<file path="config.mk">
export PLATFORM = sky130hd
export DESIGN_NAME = mbp_encoder
export DESIGN_NICKNAME = d
export VERILOG_FILES = /design/src/rtl/mbp_pkg.sv /design/src/rtl/mbp_packer.sv /design/src/rtl/mbp_scale.sv /design/src/rtl/mbp_lowout.sv /design/src/rtl/mbp_encoder.sv
export SDC_FILE = /design/constraint.sdc
export NUM_CORES = 1
export LEC_CHECK = 0
export ABC_AREA = 1
export ABC_CLOCK_PERIOD_IN_PS = 4270
export BUFFER_PORTS_ARGS = -buffer_cell sky130_fd_sc_hd__buf_2
export CAP_MARGIN = 20
export CORE_ASPECT_RATIO = 0.9
export CORE_UTILIZATION = 60
export CTS_BUF_LIST = sky130_fd_sc_hd__clkbuf_16
export CTS_CLUSTER_DIAMETER = 100
export DETAILED_ROUTE_END_ITERATION = 8
export PLACE_DENSITY_LB_ADDON = 0.05
export SLEW_MARGIN = 40
export SYNTH_ARGS = -nofsm -noshare
export SYNTH_HDL_FRONTEND = slang
export SYNTH_SLANG_ARGS = --single-unit
</file>
<file path="constraint.sdc">
create_clock -name clk -period 4.27 [get_ports clk]
set_input_delay 0.6405 -clock clk [delete_from_list [all_inputs] [get_ports clk]]
set_output_delay 0.6405 -clock clk [all_outputs]
set_load 0.005 [all_outputs]
</file>
<file path="src/rtl/mbp_pkg.sv">
package mbp_pkg;
  typedef enum logic [1:0] {
    KIND_REG  = 2'b00,
    KIND_BYP  = 2'b01,
    KIND_TERM = 2'b10,
    KIND_RSV  = 2'b11
  } bin_kind_e;
endpackage

</file>
<file path="src/rtl/mbp_packer.sv">
module mbp_packer #(
  parameter int MAXN  = 4,
  parameter int CTX_W = 6,
  localparam int LEN_W = $clog2(MAXN + 1)
) (
  input  logic             clk,
  input  logic             rst_n,
  input  logic             in_valid,
  input  logic [1:0]       in_mode,
  input  logic             in_bin,
  input  logic [CTX_W-1:0] in_ctx,
  input  logic             in_eos,
  output logic             bp_valid,
  output logic [LEN_W-1:0] bp_len,
  output logic [MAXN-1:0]  bp_bits,
  output logic             sb_valid,
  output logic [1:0]       sb_mode,
  output logic             sb_bin,
  output logic [CTX_W-1:0] sb_ctx
);
  import mbp_pkg::*;

  logic [LEN_W-1:0] grp_len, nxt_len, app_len, emit_len;
  logic [MAXN-1:0]  grp_bits, nxt_bits, app_bits, emit_bits;
  logic             take_bp, take_sb, emit;

  assign take_bp  = in_valid && (in_mode == KIND_BYP);
  assign take_sb  = in_valid && (in_mode == KIND_REG || in_mode == KIND_TERM);
  assign app_len  = grp_len + LEN_W'(1);
  assign app_bits = {grp_bits[MAXN-2:0], in_bin};

  always_comb begin
    nxt_len   = grp_len;
    nxt_bits  = grp_bits;
    emit      = 1'b0;
    emit_len  = '0;
    emit_bits = '0;
    if (take_bp) begin
      if (app_len == LEN_W'(MAXN) || in_eos) begin
        emit      = 1'b1;
        emit_len  = app_len;
        emit_bits = app_bits;
        nxt_len   = '0;
        nxt_bits  = '0;
      end else begin
        nxt_len  = app_len;
        nxt_bits = app_bits;
      end
    end else if ((take_sb || in_eos) && grp_len != '0) begin
      emit      = 1'b1;
      emit_len  = grp_len;
      emit_bits = grp_bits;
      nxt_len   = '0;
      nxt_bits  = '0;
    end
  end

  always_ff @(posedge clk) begin
    if (!rst_n) begin
      grp_len  <= '0;
      grp_bits <= '0;
      bp_valid <= 1'b0;
      bp_len   <= '0;
      bp_bits  <= '0;
      sb_valid <= 1'b0;
      sb_mode  <= '0;
      sb_bin   <= 1'b0;
      sb_ctx   <= '0;
    end else begin
      grp_len  <= nxt_len;
      grp_bits <= nxt_bits;
      bp_valid <= emit;
      bp_len   <= emit_len;
      bp_bits  <= emit_bits;
      sb_valid <= take_sb;
      if (take_sb) begin
        sb_mode <= in_mode;
        sb_bin  <= in_bin;
        sb_ctx  <= in_ctx;
      end
    end
  end

  AST_FULL_EMIT: assert property (@(posedge clk) disable iff (!rst_n)
    (take_bp && grp_len == LEN_W'(MAXN - 1)) |=> (bp_valid && bp_len == LEN_W'(MAXN)));
  AST_SB_FOLLOWS: assert property (@(posedge clk) disable iff (!rst_n)
    take_sb |=> (sb_valid && sb_mode != KIND_BYP && sb_mode != KIND_RSV));
  AST_EOS_CLEARS: assert property (@(posedge clk) disable iff (!rst_n)
    in_eos |=> (grp_len == '0));
  AST_RSV_IGNORED: assert property (@(posedge clk) disable iff (!rst_n)
    (in_valid && in_mode == KIND_RSV && !in_eos) |=> ($stable(grp_len) && !sb_valid && !bp_valid));
  AST_LEN_LEGAL: assert property (@(posedge clk) disable iff (!rst_n)
    bp_valid |-> (bp_len != '0 && bp_len <= LEN_W'(MAXN)));
endmodule

</file>
<file path="src/rtl/mbp_scale.sv">
module mbp_scale #(
  parameter int MAXN  = 4,
  parameter int RNG_W = 9,
  localparam int LEN_W  = $clog2(MAXN + 1),
  localparam int PROD_W = RNG_W + MAXN
) (
  input  logic              clk,
  input  logic              rst_n,
  input  logic              bp_valid,
  input  logic [LEN_W-1:0]  bp_len,
  input  logic [MAXN-1:0]   bp_bits,
  input  logic [RNG_W-1:0]  rng_i,
  output logic              pr_valid,
  output logic [LEN_W-1:0]  pr_len,
  output logic [PROD_W-1:0] pr_prod
);
  // v * r built from shifted copies of r, one per set bit of v
  function automatic logic [PROD_W-1:0] scale(input logic [MAXN-1:0] v,
                                               input logic [RNG_W-1:0] r);
    logic [PROD_W-1:0] acc;
    acc = '0;
    for (int i = 0; i < MAXN; i++)
      if (v[i]) acc = acc + (PROD_W'(r) << i);
    return acc;
  endfunction

  always_ff @(posedge clk) begin
    if (!rst_n) begin
      pr_valid <= 1'b0;
      pr_len   <= '0;
      pr_prod  <= '0;
    end else begin
      pr_valid <= bp_valid;
      pr_len   <= bp_len;
      pr_prod  <= bp_valid ? scale(bp_bits, rng_i) : '0;
    end
  end

  AST_STAGE_FOLLOWS: assert property (@(posedge clk) disable iff (!rst_n)
    bp_valid |=> (pr_valid && pr_len == $past(bp_len)));
endmodule

</file>
<file path="src/rtl/mbp_lowout.sv">
module mbp_lowout #(
  parameter int MAXN  = 4,
  parameter int RNG_W = 9,
  parameter int LOW_W = 10,
  localparam int LEN_W   = $clog2(MAXN + 1),
  localparam int PROD_W  = RNG_W + MAXN,
  localparam int FULL_W  = LOW_W + MAXN + 1,
  localparam int CHUNK_W = FULL_W - LOW_W
) (
  input  logic               clk,
  input  logic               rst_n,
  input  logic               pr_valid,
  input  logic [LEN_W-1:0]   pr_len,
  input  logic [PROD_W-1:0]  pr_prod,
  output logic               out_valid,
  output logic [CHUNK_W-1:0] out_bits,
  output logic [LEN_W-1:0]   out_cnt
);
  logic [LOW_W-1:0]   low_q;
  logic [FULL_W-1:0]  step_sum;
  logic               s3_valid;
  logic [CHUNK_W-1:0] s3_chunk;
  logic [LEN_W-1:0]   s3_cnt;

  function automatic logic [FULL_W-1:0] low_step(input logic [LOW_W-1:0] lo,
                                                  input logic [LEN_W-1:0] n,
                                                  input logic [PROD_W-1:0] p);
    return (FULL_W'(lo) << n) + FULL_W'(p);
  endfunction

  assign step_sum = low_step(low_q, pr_len, pr_prod);

  always_ff @(posedge clk) begin
    if (!rst_n) begin
      low_q     <= '0;
      s3_valid  <= 1'b0;
      s3_chunk  <= '0;
      s3_cnt    <= '0;
      out_valid <= 1'b0;
      out_bits  <= '0;
      out_cnt   <= '0;
    end else begin
      s3_valid <= pr_valid;
      if (pr_valid) begin
        low_q    <= step_sum[LOW_W-1:0];
        s3_chunk <= step_sum[FULL_W-1:LOW_W];
        s3_cnt   <= pr_len;
      end
      out_valid <= s3_valid;
      out_bits  <= s3_valid ? s3_chunk : '0;
      out_cnt   <= s3_valid ? s3_cnt : '0;
    end
  end

  AST_LOW_HOLD: assert property (@(posedge clk) disable iff (!rst_n)
    !pr_valid |=> $stable(low_q));
  AST_CNT_RANGE: assert property (@(posedge clk) disable iff (!rst_n)
    out_valid |-> (out_cnt != '0 && out_cnt <= LEN_W'(MAXN)));
  AST_OUT_FOLLOWS: assert property (@(posedge clk) disable iff (!rst_n)
    s3_valid |=> out_valid);
endmodule

</file>
<file path="src/rtl/mbp_encoder.sv">
module mbp_encoder #(
  parameter int MAXN  = 4,
  parameter int RNG_W = 9,
  parameter int LOW_W = 10,
  parameter int CTX_W = 6,
  localparam int LEN_W   = $clog2(MAXN + 1),
  localparam int PROD_W  = RNG_W + MAXN,
  localparam int CHUNK_W = MAXN + 1
) (
  input  logic               clk,
  input  logic               rst_n,
  input  logic               in_valid,
  input  logic [1:0]         in_mode,
  input  logic               in_bin,
  input  logic [CTX_W-1:0]   in_ctx,
  input  logic               in_eos,
  input  logic [RNG_W-1:0]   rng_i,
  output logic               sb_valid,
  output logic [1:0]         sb_mode,
  output logic               sb_bin,
  output logic [CTX_W-1:0]   sb_ctx,
  output logic               out_valid,
  output logic [CHUNK_W-1:0] out_bits,
  output logic [LEN_W-1:0]   out_cnt
);
  logic              bp_valid, pr_valid;
  logic [LEN_W-1:0]  bp_len, pr_len;
  logic [MAXN-1:0]   bp_bits;
  logic [PROD_W-1:0] pr_prod;

  mbp_packer #(.MAXN(MAXN), .CTX_W(CTX_W)) u_pack (
    .clk(clk), .rst_n(rst_n), .in_valid(in_valid), .in_mode(in_mode),
    .in_bin(in_bin), .in_ctx(in_ctx), .in_eos(in_eos),
    .bp_valid(bp_valid), .bp_len(bp_len), .bp_bits(bp_bits),
    .sb_valid(sb_valid), .sb_mode(sb_mode), .sb_bin(sb_bin), .sb_ctx(sb_ctx));

  mbp_scale #(.MAXN(MAXN), .RNG_W(RNG_W)) u_scale (
    .clk(clk), .rst_n(rst_n), .bp_valid(bp_valid), .bp_len(bp_len),
    .bp_bits(bp_bits), .rng_i(rng_i),
    .pr_valid(pr_valid), .pr_len(pr_len), .pr_prod(pr_prod));

  mbp_lowout #(.MAXN(MAXN), .RNG_W(RNG_W), .LOW_W(LOW_W)) u_low (
    .clk(clk), .rst_n(rst_n), .pr_valid(pr_valid), .pr_len(pr_len),
    .pr_prod(pr_prod), .out_valid(out_valid), .out_bits(out_bits),
    .out_cnt(out_cnt));

  AST_RESET_QUIET: assert property (@(posedge clk)
    !rst_n |=> (!sb_valid && !out_valid));
endmodule

</file>
==> results of run 1 <==
## worst max-delay path: cells and delay by family
| family | cells | cell delay [ns] |
|---|---|---|
| adder cells (fa/ha/maj) | 3 | 0.98 |
| AND/OR/NAND/NOR | 13 | 1.30 |
| AO/OA/AOI/OAI | 4 | 0.62 |
| XOR/XNOR | 1 | 0.15 |
| buffers and inverters | 6 | 0.49 |
## stage by stage
stage / TNS [ns] / utilization / total power, W / hold slack [ns]
detailed placement: -0.0706 / 0.667 / 0.000820 / 0.401
floorplan: 0 / - / 0.000773 / 0.390
global placement: 0 / 0.666 / 0.000815 / 0.393
CTS: 0 / 0.703 / 0.00150 / 0.413
global route: 0 / 0.708 / 0.00155 / 0.445
finish: 0 / 0.708 / 0.00149 / 0.410
## cell type report
cell class,instances,area [um2]
clock buffer,9,225
clock inverter,7,50.0
fill,682,2240
inverter,104,390
multi-input combinational,546,3000
sequential,70,1410
tap,96,120
timing repair buffer,44,233
## power by group through the flow
stage / Combinational (W) / Clock [W] / Sequential (W)
floorplan: 0.0000862 / 0 / 0.000687
global placement: 0.000126 / 0 / 0.000689
CTS: 0.000131 / 0.000694 / 0.000675
global route: 0.000152 / 0.000721 / 0.000676
detailed placement: 0.000130 / 0 / 0.000689
finish: 0.000135 / 0.000685 / 0.000674
## per-layer routing
metal | GRT usage | vias to the layer above
li1 | - | 2485
met1 | 0.404 | 2166
met2 | 0.437 | 181
met3 | 0.0762 | 15
met4 | 0.0638 | 0
met5 | 0 | -
## layout by cell type (no fill, tap or decap), types with 3 or more instances in the layout
cell type and n:
nor2_1 70, nand2_2 8, o21bai_1 6, clkbuf_16 9
a21oi_1 57, dfxtp_1 69, a31oi_1 4, clkinv_1 4
nand4_1 7, o21ai_0 63, nand3_1 63, o21ai_2 3
xnor2_1 7, nand2_1 172, inv_1 99, nor3_1 4
ha_1 39, nand3_2 4, xor2_1 9, mux2i_1 4
buf_4 4, clkinvlp_4 3, buf_2 39, a21o_1 5
and2_1 5, fa_1 3
## timing repair
| action | in CTS | in global routing |
|---|---|---|
| hold buffers | 0 | 0 |
| endpoints found under the setup margin | 0 | 6 |
| gates resized for setup | 0 | 11 |
| hold endpoints to repair | 0 | 0 |
## kinds of logic (layout without fill, tap and decap cells)
kind of cell	count (synthesis)	after routing	share of synthesized area
xor+xnor	16	16	0.0290
flops	70	70	0.290
buf+inv	121	164	0.0981
compound gates	147	147	0.163
simple gates	335	335	0.293
fa+ha+maj	44	44	0.119
mux	4	4	0.00828
## state kept, by name (all words and copies together), names as in the netlist
name              flops
u_scale.pr_prod      13
u_low.low_q          10
u_pack.sb_ctx         6
u_low.out_bits        5
u_low.s3_chunk        5
u_pack.bp_bits        4
u_pack.grp_bits       4
u_low.out_cnt         3
u_low.s3_cnt          3
u_pack.bp_len         3
u_pack.grp_len        3
u_scale.pr_len        3
u_pack.sb_mode        2
u_low.out_valid       1
u_low.s3_valid        1
u_pack.bp_valid       1
u_pack.sb_bin         1
u_pack.sb_valid       1
u_scale.pr_valid      1
## how the worst max path moves through the flow
stage                                  from                              to  slack, ns  depth (start not counted)
6_report                           rng_i[7]  u_scale.pr_prod[12]$_SDFF_PN0_       0.30                         27
5_1_grt                            rng_i[7]  u_scale.pr_prod[12]$_SDFF_PN0_       0.01                         28
4_1_cts        u_pack.bp_bits[0]$_SDFF_PN0_   u_scale.pr_prod[9]$_SDFF_PN0_       0.14                         28
3_5_place_dp                       rng_i[1]  u_scale.pr_prod[12]$_SDFF_PN0_      -0.05                         26
3_3_place_gp                       rng_i[1]   u_scale.pr_prod[9]$_SDFF_PN0_       0.02                         28
2_1_floorplan                      rng_i[1]  u_scale.pr_prod[12]$_SDFF_PN0_       0.63                         26
==> flow_summary.ini, run 1 <==
[outcome]
status = finished, final reports clean

[synth]
yosysSeqAreaShare = 0.290
synthFlopType = dfxtp_1
synth_edf_count = 0
syn_avg_cell_area_um2 = 6.56
ys_top_cells_by_area = dfxtp_1 29%, nand2_1 13%, ha_1 11%, inv_1 7.7%, o21ai_0 6.7%
ys_types = 34
syn-num-nets = 803
synth-async-reset-ratio = 0
syn-cell-area_um2 = 4830
synth_top_area_cell = dfxtp_1
ys_warn_count = 0
synth_common_cells = 172 x nand2_1, 99 x inv_1, 70 x dfxtp_1, 70 x nor2_1, 65 x o21ai_0
synth_most_common_cell = nand2_1
ys_ff_latch = 70
synth_top_area_share = 0.290
syn_inst = 737

[global_route]
grt_start_max_net_pins = 27
grt_overflow = 0
grt_pass1_vias = 4318
antenna_found_initial = 0
track_usage = 0.286
grt_pass1_wl_um = 19600

[worst_hold_path]
whs_endpoint = u_scale.pr_len[1]$_SDFF_PN0_
holdCritStartpoint = u_pack.bp_len[1]$_SDFF_PN0_
holdPathStages = 2
hp-class = flop to flop

[power]
swShare = 0.259
pwr-share-clk = 0.458
comb_power_share = 0.090
seqPwrFrac = 0.451
p_leak_nw = 2.87
peakVddDrop_mv = 0.237
pwr_density_cell_nw_per_um2 = 276
internal_power_w = 0.00111
p_switching_w = 0.000388

[clocking]
htree_levels = 3
numCtsBuffers = 9
clockRootBuffer = clkbuf_16
clkTransAtPathRegs_ns = 0.06
cts_setup_buffers = 0
clkSinkCount = 70
cts.path.max_buffers = 2
clk_latency_ns = 0.33
cts_tree = yes

[floorplan]
die_h_um = 87.2
die_x_um = 96.6
row_count = 30
io_pins = 41
initial_core_util = 0.631
die_area_um2 = 8420
fp.coreArea_um2 = 7660

[timing]
worstMarginPinSlew_ns = 0.740
setup_viol = 0
post-route-period-util = 0.930
period_needed_ns = 3.97
finClkSkew_ns = 0.00509
rsz0062_at_grt = false
hold_viol = 0
relSlewSlack = 0.504
final_max_slew_viol_count = 0
max_freq_mhz = 252
setup_slack_ns = 0.298

[setup_path]
worst-path-max-fanout = 4
critPathSlowestCell = ha_1
cp.arrival_ns = 4.19
r2r_end = u_scale.pr_prod[12]$_SDFF_PN0_
cpMostUsedCell = nand2_1
cp-end-kind = flop
r2r_slack_ns = 0.33
slowest_delay_ns = 0.35
worstPathRequired_ns = 4.49
path_class = input pin to flop
crit_path_start_kind = input pin
r2r-start = u_pack.bp_bits[0]$_SDFF_PN0_
reg2reg_depth = 26

[detailed_routing]
avgRoutedWirePerCell_um = 13.7
first_iter_violations = 534
wl_met1_um = 5740
postRouteAntennaNets = 0
routed-wl-met2_um = 5100
route.vias.total = 4847
dr.max_layer_used = met4
routed_wl_um = 12000
drcViolationCount = 0
vias_per_cell = 5.53
drt_first_pass_iters = 7
met3_length_um = 1010

[finish]
drive_above_1_share = 0.104
diodes = 0
area_growth_pct = 12.1
final_nets = 841
finalInstanceArea_um2 = 5420
fin_cells = 876

[placed_design]
gp_congestion = 1.02
port_buffers = 40
dp.cells = 860
placedInstanceArea_um2 = 5110
dp_hpwl_um = 9270
pre_cts_ws_ns = -0.0478

[flow_run]
cap_viol_max_count = 0
(Power assumes the default switching activity.)
==> run 2, diff against run 1 <==
- SYNTH_HIERARCHICAL: not set -> 1
==> run 2 against run 1 <==
Register-to-register slack improved by 0.06 ns. Global-route usage rose by 0.30 points. Combinational power barely moved. Non-clock buffer count fell by 2. Critical path type unchanged. Highest routed layer unchanged.
==> flow_summary.ini, run 2 <==
[outcome]
status = finished, final reports clean

[detailed_routing]
met3_length_um = 760
route.vias.total = 4972
routed-wl-met2_um = 5450
drcViolationCount = 0
drt_first_pass_iters = 5
first_iter_violations = 337
routed_wl_um = 12100
wl_met1_um = 5750
dr.max_layer_used = met4
postRouteAntennaNets = 0
vias_per_cell = 5.55
avgRoutedWirePerCell_um = 13.5

[power]
p_leak_nw = 2.89
pwr_density_cell_nw_per_um2 = 275
peakVddDrop_mv = 0.228

[clocking]
clkTransAtPathRegs_ns = 0.06
cts_tree = yes
cts.path.max_buffers = 2
clk_latency_ns = 0.33
clkSinkCount = 70
numCtsBuffers = 9
clockRootBuffer = clkbuf_16
htree_levels = 3
holdBufCountCts = 0

[timing]
worstMarginPinSlew_ns = 0.645
relSlewSlack = 0.570
final_max_slew_viol_count = 0
post-route-period-util = 0.926
whs_ns = 0.414
hold_viol = 0
period_needed_ns = 3.95
finClkSkew_ns = 0.00521
setup_viol = 0
max_freq_mhz = 253

[floorplan]
die_h_um = 88.9
initial_core_util = 0.621
die_x_um = 98.5
io_pins = 41
row_count = 31
fp.coreArea_um2 = 8110
die_area_um2 = 8760

[global_route]
grt_pass1_vias = 4391
antenna_found_initial = 0
grt_start_max_net_pins = 25
track_usage = 0.289
grt_overflow = 0
grt_pass1_wl_um = 20000

[finish]
fillers = 742
largestRegisters = u_scale/pr_prod x13, u_low/low_q x10, u_pack/sb_ctx x6
final_cell_mix = 174 x nand2_1, 104 x inv_1, 72 x nand3_1
final_nets = 858
multi_input_area_um2 = 3120
final_common_cell = nand2_1
finalInstanceArea_um2 = 5570
drive_above_1_share = 0.117
diodes = 0
regMostFlops = u_scale/pr_prod
largest_register_ff_count = 13
regArea_um2 = 1410
area_growth_pct = 10.7

[placed_design]
placedInstanceArea_um2 = 5260
port_buffers = 40
gp_congestion = 1.01
dp_hpwl_um = 9390

[setup_path]
slowest_delay_ns = 0.43
reg2reg_depth = 26
critPathSlowestCell = fa_1
crit_buf_inv = 3
startpoint = rng_i[1]
endpoint = u_scale/pr_prod[9]$_SDFF_PN0_
crit_cells = 23
path_class = input pin to flop
crit_path_start_kind = input pin
crit_chain = clkbuf_4 -> nand2_1 -> inv_1 -> ha_1 -> ha_1 -> nand2_1 -> o21ai_0 -> ha_1 -> fa_1 -> or2_2 -> o21ai_0 -> inv_1 -> ha_1 -> fa_1 -> nand3_1 -> nand3_1 -> nand2_1 -> nand2_1 -> a21oi_1 -> nor2_1 -> nor2_1 -> nand2_1 -> nand2_1
cpMostUsedCell = nand2_1
worst-path-max-fanout = 8
r2r_slack_ns = 0.39
cp_top_family = adder cells
r2r-start = u_pack/bp_bits[0]$_SDFF_PN0_
cp-end-kind = flop
r2r_end = u_scale/pr_prod[12]$_SDFF_PN0_
worstPathRequired_ns = 4.54
cp.arrival_ns = 4.23

[synth]
synthSimpleGateAreaFrac = 0.324
ys_top_cells_by_area = dfxtp_1 28%, nand2_1 13%, ha_1 10%, inv_1 7.8%, nand3_1 7.3%
synth_xor_area_frac = 0.0209
synthFlopType = dfxtp_1
synth-async-reset-ratio = 0
synth_edf_count = 0
synth_top_area_cell = dfxtp_1
syn_avg_cell_area_um2 = 6.66
ys_warn_count = 6
ys_ff_latch = 70
synth_common_cells = 174 x nand2_1, 104 x inv_1, 73 x nand3_1, 70 x dfxtp_1, 65 x nor2_1
syn-cell-area_um2 = 5030
synth_most_common_cell = nand2_1
synth_top_family_by_area = simple AND/OR/NAND/NOR gates
synth_top_area_share = 0.278
yosysSeqAreaShare = 0.278
ys_types = 45
synth_compound_area_frac = 0.151
yosys.area_share.adder = 0.114
syn_inst = 756
syn-num-nets = 822
synth_mux_area_frac = 0.00795

[worst_hold_path]
hp-class = flop to flop
holdCritStartpoint = u_pack/bp_len[1]$_SDFF_PN0_

[flow_run]
cap_viol_max_count = 0
run 2: cell count changes in the layout (fill, tap and decap cells not counted), moves of 6 or more:
| cell | before | now |
|---|---|---|
| a21oi_1 | 57 | 63 |
| nand3_1 | 63 | 72 |
| o21ai_0 | 63 | 52 |
| o21ai_1 | 1 | 7 |
| nor2_1 | 70 | 64 |
run 2: final cells by class:
type	instances	share of cell area
clock inverters	7	0.0130
inverters	108	0.0732
repair buffers	42	0.0395
multi-input cells	561	0.560
well taps	99	0.0222
flip-flops and latches	70	0.252
clock buffers	9	0.0404
run 2: worst min path at each step:
stage                              endpoint  cells after the start  slack, ns
3_3_place_gp   u_scale/pr_len[0]$_SDFF_PN0_                      2       0.40
5_1_grt        u_scale/pr_len[1]$_SDFF_PN0_                      2       0.44
3_5_place_dp   u_scale/pr_len[1]$_SDFF_PN0_                      2       0.40
2_1_floorplan  u_scale/pr_len[0]$_SDFF_PN0_                      2       0.39
4_1_cts        u_scale/pr_len[1]$_SDFF_PN0_                      2       0.42
6_report       u_scale/pr_len[1]$_SDFF_PN0_                      2       0.41
run 2: kinds of logic (layout without fill, tap and decap cells):
| family | Yosys count | after routing |
|---|---|---|
| buffers and inverters | 125 | 166 |
| and+or+nand+nor | 360 | 360 |
| adders and majority gates | 44 | 44 |
| muxes | 4 | 4 |
| AOI/OAI and AO/OA | 141 | 141 |
| xor gates and xnor gates | 12 | 12 |
| DFF | 70 | 70 |
run 2: where the power goes:
group          internal [W]  switching (W)  leakage (nW)
Combinational     0.0000459      0.0000887          2.18
Sequential         0.000665     0.00000741         0.567
Clock              0.000452       0.000274         0.143
Total               0.00116       0.000370          2.89
run 2: tightest hold or removal path: cells and delay by family, from the launching register on:
family / cells / cell delay, ns
AND/OR/NAND/NOR: 1 / 0.05
flip-flops: 1 / 0.30
buffers and inverters: 1 / 0.04
run 2: stage by stage:
step,total power [W],std cells,utilization,setup TNS [ns],setup slack (ns)
detailed placement,0.000818,880,0.649,-0.0418,-0.0418
floorplan,0.000772,756,-,0,0.551
finish,0.00153,896,0.688,0,0.317
global route,0.00159,896,0.688,-0.0281,-0.0281
CTS,0.00155,896,0.685,0,0.224
global placement,0.000813,880,0.649,0,0.140
run 2: metal layers:
layer	global-route usage	vias up
met2	0.475	161
met3	0.0649	13
met5	0	-
met4	0.0638	0
li1	-	2537
met1	0.392	2261
run 2: repair_timing:
action,in CTS,in global routing
resized for setup,0,8
buffers inserted,0,0
setup endpoints to repair,0,3
